**src/rtl/spg_pkg.sv**
```systemverilog
// Shared constants and types for the slow PWM generator.
// Assumes duty values never exceed 100, so 7 bits hold them.
package spg_pkg;
    localparam int unsigned STEPS   = 100;
    localparam int unsigned DEF_PCT = 50;
    localparam int unsigned MAX_PCT = 100;
    localparam int unsigned PCT_W   = 7;
    typedef logic [PCT_W-1:0] pct_t;
endpackage

```
**src/rtl/spg_duty_sel.sv**
```systemverilog
// Turns the raw duty request into an effective duty between 1 and 100.
// When the unset flag is high, the 50% default is chosen instead.
// Purely combinational; the result is latched downstream.
module spg_duty_sel
    import spg_pkg::*;
#(
    parameter int unsigned REQ_W = 8
) (
    input  logic [REQ_W-1:0] req,
    input  logic             unset,
    output pct_t             pct
);
    localparam logic [REQ_W-1:0] REQ_MAX = REQ_W'(MAX_PCT);

    // Pick the default, the lower floor, the upper clamp or the request as given.
    always_comb begin
        if (unset)
            pct = pct_t'(DEF_PCT);
        else if (req == '0)
            pct = pct_t'(1);
        else if (req > REQ_MAX)
            pct = pct_t'(MAX_PCT);
        else
            pct = pct_t'(req);
    end
endmodule

```
**src/rtl/spg_prescaler.sv**
```systemverilog
// Divides the system clock into 20 ms step ticks.
// Assumes CLK_HZ is a multiple of 50. A restart clears the count,
// so the first step after a restart has its full length.
module spg_prescaler #(
    parameter int unsigned CLK_HZ = 50_000_000
) (
    input  logic clk,
    input  logic rst_n,
    input  logic restart,
    output logic tick
);
    localparam int unsigned STEP_CYC = (CLK_HZ / 50 > 0) ? CLK_HZ / 50 : 1;
    localparam int unsigned CW       = $clog2(STEP_CYC + 1);
    localparam logic [CW-1:0] LAST   = CW'(STEP_CYC - 1);

    logic [CW-1:0] cnt;

    // Count cycles inside one step; wrap at the end of the step.
    always_ff @(posedge clk) begin
        if (!rst_n || restart)
            cnt <= '0;
        else if (cnt == LAST)
            cnt <= '0;
        else
            cnt <= cnt + 1'b1;
    end

    assign tick = !restart && (cnt == LAST);

    // the step counter never goes past the last cycle of a step
    a_r1_cnt_range: assert property (@(posedge clk) disable iff (!rst_n)
        cnt <= LAST);
endmodule

```
**src/rtl/spg_period_ctr.sv**
```systemverilog
// Counts the 100 steps of a period and latches the duty at each boundary.
// The active phase covers steps 0 .. duty-1. Assumes ticks arrive from
// a prescaler that is cleared by the same restart signal.
module spg_period_ctr
    import spg_pkg::*;
(
    input  logic clk,
    input  logic rst_n,
    input  logic restart,
    input  logic tick,
    input  pct_t duty_in,
    output logic active
);
    localparam pct_t LAST_STEP = pct_t'(STEPS - 1);

    pct_t step;
    pct_t duty_q;
    logic wrap;

    assign wrap = tick && (step == LAST_STEP);

    // Advance the step; reload the duty on restart or at the period boundary.
    always_ff @(posedge clk) begin
        if (!rst_n) begin
            step   <= '0;
            duty_q <= pct_t'(DEF_PCT);
        end else if (restart) begin
            step   <= '0;
            duty_q <= duty_in;
        end else if (wrap) begin
            step   <= '0;
            duty_q <= duty_in;
        end else if (tick) begin
            step   <= step + 1'b1;
        end
    end

    assign active = (step < duty_q);

    // the step index stays within one period
    a_r1_step_range: assert property (@(posedge clk) disable iff (!rst_n)
        step <= LAST_STEP);
    // the latched duty is always within 1..100
    a_r2_duty_range: assert property (@(posedge clk) disable iff (!rst_n)
        (duty_q >= pct_t'(1)) && (duty_q <= pct_t'(MAX_PCT)));
    // between boundaries the latched duty does not move
    a_r8_duty_hold: assert property (@(posedge clk) disable iff (!rst_n)
        (!restart && !wrap) |=> $stable(duty_q));
    // a restart always brings the period back to step zero
    a_r7_restart_zero: assert property (@(posedge clk) disable iff (!rst_n)
        restart |=> (step == '0));
endmodule

```
**src/rtl/slow_pwm_gen.sv**
```systemverilog
// Top level of the slow indicator PWM. Combines the run condition
// (enable low, no faults, out of reset) with the step counters and drives
// an open-drain pad as constant-low data plus an output-enable.
// Assumes the fault and enable inputs are already synchronous to clk.
module slow_pwm_gen
    import spg_pkg::*;
#(
    parameter int unsigned CLK_HZ = 50_000_000,
    parameter int unsigned REQ_W  = 8
) (
    input  logic             clk,
    input  logic             rst_n,
    input  logic             en_n,
    input  logic             uv_fault,
    input  logic             ot_fault,
    input  logic [REQ_W-1:0] duty_pct,
    input  logic             duty_unset,
    output logic             pad_o,
    output logic             pad_oe
);
    logic live_q;
    logic run;
    logic restart;
    logic tick;
    logic active;
    pct_t duty_eff;

    // Mark the first cycle after reset as live so a fresh period starts.
    always_ff @(posedge clk) begin
        if (!rst_n)
            live_q <= 1'b0;
        else
            live_q <= 1'b1;
    end

    assign run     = !en_n && !uv_fault && !ot_fault;
    assign restart = !live_q || !run;

    spg_duty_sel #(.REQ_W(REQ_W)) u_sel (
        .req   (duty_pct),
        .unset (duty_unset),
        .pct   (duty_eff)
    );

    spg_prescaler #(.CLK_HZ(CLK_HZ)) u_pre (
        .clk     (clk),
        .rst_n   (rst_n),
        .restart (restart),
        .tick    (tick)
    );

    spg_period_ctr u_per (
        .clk     (clk),
        .rst_n   (rst_n),
        .restart (restart),
        .tick    (tick),
        .duty_in (duty_eff),
        .active  (active)
    );

    assign pad_o  = 1'b0;
    assign pad_oe = live_q && run && active;

    // enable high keeps the pad released
    a_r5_en_off: assert property (@(posedge clk) disable iff (!rst_n)
        en_n |-> !pad_oe);
    // any fault keeps the pad released
    a_r6_fault_off: assert property (@(posedge clk) disable iff (!rst_n)
        (uv_fault || ot_fault) |-> !pad_oe);
    // the unset flag selects the 50% default
    a_r3_default: assert property (@(posedge clk) disable iff (!rst_n)
        duty_unset |-> (duty_eff == pct_t'(DEF_PCT)));
endmodule

```
**config.mk**
```make
export PLATFORM = sky130hd
export DESIGN_NAME = slow_pwm_gen
export DESIGN_NICKNAME = d
export VERILOG_FILES = /design/src/rtl/spg_pkg.sv /design/src/rtl/spg_duty_sel.sv /design/src/rtl/spg_prescaler.sv /design/src/rtl/spg_period_ctr.sv /design/src/rtl/slow_pwm_gen.sv
export SDC_FILE = /design/constraint.sdc
export NUM_CORES = 1
export LEC_CHECK = 0
export CORE_MARGIN = 2
export CORE_UTILIZATION = 51
export CTS_CLUSTER_DIAMETER = 80
export DETAILED_ROUTE_END_ITERATION = 7
export GPL_ROUTABILITY_DRIVEN = 0
export PLACE_DENSITY = 0.84
export RECOVER_POWER = 100
export SETUP_SLACK_MARGIN = 0.02
export SLEW_MARGIN = 10
export SYNTH_ARGS = -nofsm -noshare
export SYNTH_HDL_FRONTEND = slang
export SYNTH_HIERARCHICAL = 1
export SYNTH_SLANG_ARGS = --single-unit
```
**constraint.sdc**
```tcl
create_clock -name clk -period 2.35 [get_ports clk]
set_input_delay 0.3525 -clock clk [delete_from_list [all_inputs] [get_ports clk]]
set_output_delay 0.3525 -clock clk [all_outputs]
set_load 0.1 [all_outputs]
```
After elaboration in Yosys (flattened, before gate mapping)
Cells that the tools add are included.
{"block": "op_classes", "n_eq_ne": 2, "n_reduce_logical": 19, "n_lt_le_gt_ge": 2, "mux": 6, "n_addsub": 2, "bitwise_logic": 1}
{"operator": "2-to-1 mux 7 bit", "n": 5}
{"operator": "adder 20 x 1 -> 20 bit (second input constant)", "n": 1}
{"operator": "== test 20 bit (second input constant)", "n": 1}
{"operator": "> comparator 8 x 7 -> 1 bit (second input constant)", "n": 1}
{"operator": "zero test 8 bit", "n": 1}
{"operator": "adder 7 x 1 -> 7 bit (second input constant)", "n": 1}
{"operator": "== test 7 bit (second input constant)", "n": 1}
{"operator": "zero test 1 bit", "n": 7}
{"operator": "< comparator 7 bit", "n": 1}
{"operator": "logical AND 1 bit", "n": 6}
{"operator": "OR reduction 3 bit", "n": 1}
{"operator": "logical OR 1 bit", "n": 2}
{"operator": "nonzero test 2 bit", "n": 1}
{"operator": "OR reduction 2 bit", "n": 1}
{"operator": "2-to-1 mux 1 bit", "n": 1}
{"operator": "NOT 1 bit", "n": 1}
{"block": "word_totals", "output_inout_bits": 2, "in_bits": 14, "wordCells": 36, "regBits": 35}

Longest topological paths before layout
{"block": "depth", "ltp_word": 10, "mapped_depth": 9, "depth_no_buf": 8}

By module
The synthesis kept the hierarchy.
{"mod": "spg_prescaler", "seq_area_each_um2": 400.4, "cells_each": 109, "area_each_um2": 944.7, "n_inst": 1}
{"mod": "spg_period_ctr", "seq_area_each_um2": 280.3, "cells_each": 84, "area_each_um2": 745.7, "n_inst": 1}
{"mod": "spg_duty_sel", "seq_area_each_um2": 0.0, "cells_each": 15, "area_each_um2": 113.9, "n_inst": 1}
{"mod": "slow_pwm_gen", "seq_area_each_um2": 20.0, "cells_each": 6, "area_each_um2": 55.1, "n_inst": 1}

Worst setup path after synthesis
Ideal clock, no wire load.
{"block": "synth_path", "kind": "flip-flop to output port", "from": "register u_per.step[2]", "to": "output pad_oe", "path_buffers": 0, "t_arrival_ns": 1.920, "setup_slack_ns": 0.078, "t_required_ns": 1.997, "stages_incl_launch_ff": 8, "cell_sequence": "dfxtp_1 > ha_1 > a21oi_1 > o21ai_0 > a21oi_1 > o21a_1 > inv_1 > nor2_2"}
{"block": "synth_via", "elab_chain_cells": 2}
{"element": "start: declaration", "line": "spg_period_ctr.sv:16", "source": "pct_t step;"}
{"element": "start signal: assignment", "line": "spg_period_ctr.sv:34", "source": "step <= step + 1'b1;"}
{"element": "< comparator 7 bit", "line": "spg_period_ctr.sv:38", "source": "assign active = (step < duty_q);"}
{"element": "net active", "line": "slow_pwm_gen.sv:25", "source": "logic active;"}
{"element": "logical AND 1 bit", "line": "slow_pwm_gen.sv:62", "source": "assign pad_oe = live_q && run && active;"}
{"element": "end: declaration", "line": "slow_pwm_gen.sv:19", "source": "output logic pad_oe"}
The timed path passes the listed nets, and every way through them passes these cells.

Worst setup path in the final report
Same ends and word-level chain as after synthesis.

==> impl_metrics.yaml <==
yosys:
  yosysUniqueCellTypes: 47
  avgSynthCellArea_sq_um: 8.69
  syn-num-nets: 236
  synth_area_sq_mm: 0.00186
  synth.most_common_cell: "dfxtp_1"
  yosysSeqAreaShare_pct: 37.7
  syn_inst: 214
  yosys.area.top_type_share_pct: 37.7
  yosysTopAreaCell: "dfxtp_1"
  synth_area_leaders: "dfxtp_1 (38%), xnor2_1 (6.1%), nor2_1 (5.7%)"
  synth_seq_cells: 35
  yosys_warnings: 6
  synth-edff-count: 0
  yosys-top-cells-count: "dfxtp_1 (35), nor2_1 (28), nand2_1 (16)"
  synthArstFlopShare_pct: 0
  synthFlopType: "dfxtp_1"
cts:
  cts_tree: "done"
  insertion_delay_ns: 0.36
  cts_sinks: 35
  cts.htree.levels: 2
  cts_root_buf: "clkbuf_4"
  clkTransAtPathRegs_ns: 0.11
  clockBufferDepth: 2
  cts_buffers: 5
sta:
  rsz0062_at_grt: "yes"
  slew_viol_final: 0
  finClkSkew_ns: 0.0183
  post-route-period-util_pct: 97.1
  layout_setup_ws_ns: 0.0689
  fin_crit_ns: 2.28
  setup_viol: 0
  fin_tns_setup_ns: 0
  finalHoldViolations: 0
  clock.fmax_ghz: 0.438
drt:
  drtIter0Drc: 119
  ant_nets: 0
  wire_per_inst_um: 12.8
  firstDrtPassIters: 5
  drc: 0
  vias: 1575
  via_per_inst: 5.49
  wirelength_um: 3680
placement:
  portBuffers: 14
  dp_hpwl_um: 2650
  place_ws_ns: -0.0547
power_and_ir_drop:
  p_leak_nw: 0.755
  power_density_mw_per_mm2: 515
  ir_worst_vdd_mv: 0.295
  total_power_mw: 1.14
final_layout:
  utilization_pct: 64.6
  area_growth_pct: 18.7
  drive_gt1_share_pct: 16.2
  diodes: 0
  nets: 262
run:
  drv_cap: 0
floorplanning:
  dieArea_sq_mm: 0.00414
  die_y_um: 64.4
  placement_rows: 21
  core_area_sq_mm: 0.00342
  fp.dieW_um: 64.4
  ioPinCount: 16
  start_util_pct: 54.4
grt:
  grt_pass1_vias: 1444
  antenna_found_initial: 0
  grt.total_usage_pct: 19.6
  grt_max_degree: 21
  grt_pass1_wl_um: 6300
  overflow: 0
setup_path:
  cp-end-kind: "primary output"
  crit_required_ns: 2.00
  critical_path_class: "reg2out"
  crit_fanout: 4
  cp-start-kind: "flip-flop"
  crit_arrival_ns: 1.93
hold_path:
  hold_path.class: "reg2reg"
outcome:
  status: "completed"
[logic make-up after synthesis]
logic type	count (synthesis)	synth area share, %
XOR/XNOR	19	8.95
flip-flops	35	37.7
other	1	0.202
AND/OR/NAND/NOR	99	29.7
buffers and inverters	21	5.25
adder cells (fa/ha/maj)	8	5.38
multiplexers	4	2.15
AO/OA/AOI/OAI	27	10.6
[worst max-delay path, cell delays in order (launching register included)]
cell	delay, ns
dfxtp_4	0.37
ha_1	0.32
a21oi_1	0.18
o21ai_1	0.10
a21oi_2	0.13
o21a_1	0.11
inv_1	0.04
nor2_2	0.12
buf_12	0.19
[sequential cells by signal, indices dropped and copies added (netlist names)]
register,count
u_pre/cnt,20
u_per/step,7
u_per/duty_q,7
live_q,1
[power by group]
group | leakage (nW) | internal (mW) | total, mW | switching, mW
combinational | 0.422 | 0.0387 | 0.0792 | 0.0405
clock | 0.0482 | 0.251 | 0.456 | 0.205
sequential | 0.284 | 0.598 | 0.602 | 0.00343
[layout by cell type, fill, tap and decap left out, types with 2 or more instances in the layout]
master	count
a21o_2	2
a21oi_1	6
a21oi_2	2
buf_4	9
clkbuf_4	7
clkdlybuf4s50_1	12
dfxtp_1	34
ha_1	8
inv_1	14
mux2i_1	4
nand2_1	16
nand2b_1	2
nand3_1	12
nand4_1	7
nor2_1	28
nor2b_1	2
nor3_1	6
nor4_1	4
o21ai_0	7
o31ai_1	2
or3_1	5
or3_4	2
or4_1	2
or4b_4	2
xnor2_1	13
xor2_1	6
[final cells by class]
cell class                 count  area, sq um
fill                         294         1210
multi-input combinational    158         1070
sequential                    35          704
timing repair buffer          26          238
tap                           46         57.6
inverter                      14         52.6
clock buffer                   6         51.3
clock inverter                 2         35.0
[repair_timing]
action                                  CTS  global route
hold buffers                              0             0
endpoints found under the setup margin    1             3
buffers inserted                          0             1
gates resized for setup                   1             6
pin swaps                                 0             2
[layer usage]
layer / wire length, um / share of wire [%] / GRT usage [%]
met1: 1700 / 46 / 23.2
met5: 0 / 0 / 0
met4: 58 / 1.6 / 8.51
met3: 143 / 3.9 / 6.87
met2: 1780 / 48 / 32.0
[worst paths after layout]
check,startpoint,to,slack [ns],depth (start not counted)
max reg2reg,u_pre/cnt[7],u_per/step[6],0.12,8
min reg2reg,u_per/duty_q[0],u_per/duty_q[0],0.48,2
min,u_per/duty_q[0],u_per/duty_q[0],0.48,2
max,u_per/step[2],pad_oe,0.07,8
[metrics by stage]
step | cells | hold slack (ns) | cell area, sq um
finish | 287 | 0.476 | 2210
floorplan | 214 | 0.380 | 1860
CTS | 286 | 0.482 | 2190
global placement | 278 | 0.452 | 2100
detailed placement | 278 | 0.463 | 2100
global route | 287 | 0.510 | 2210
(Power assumes the default switching activity.)
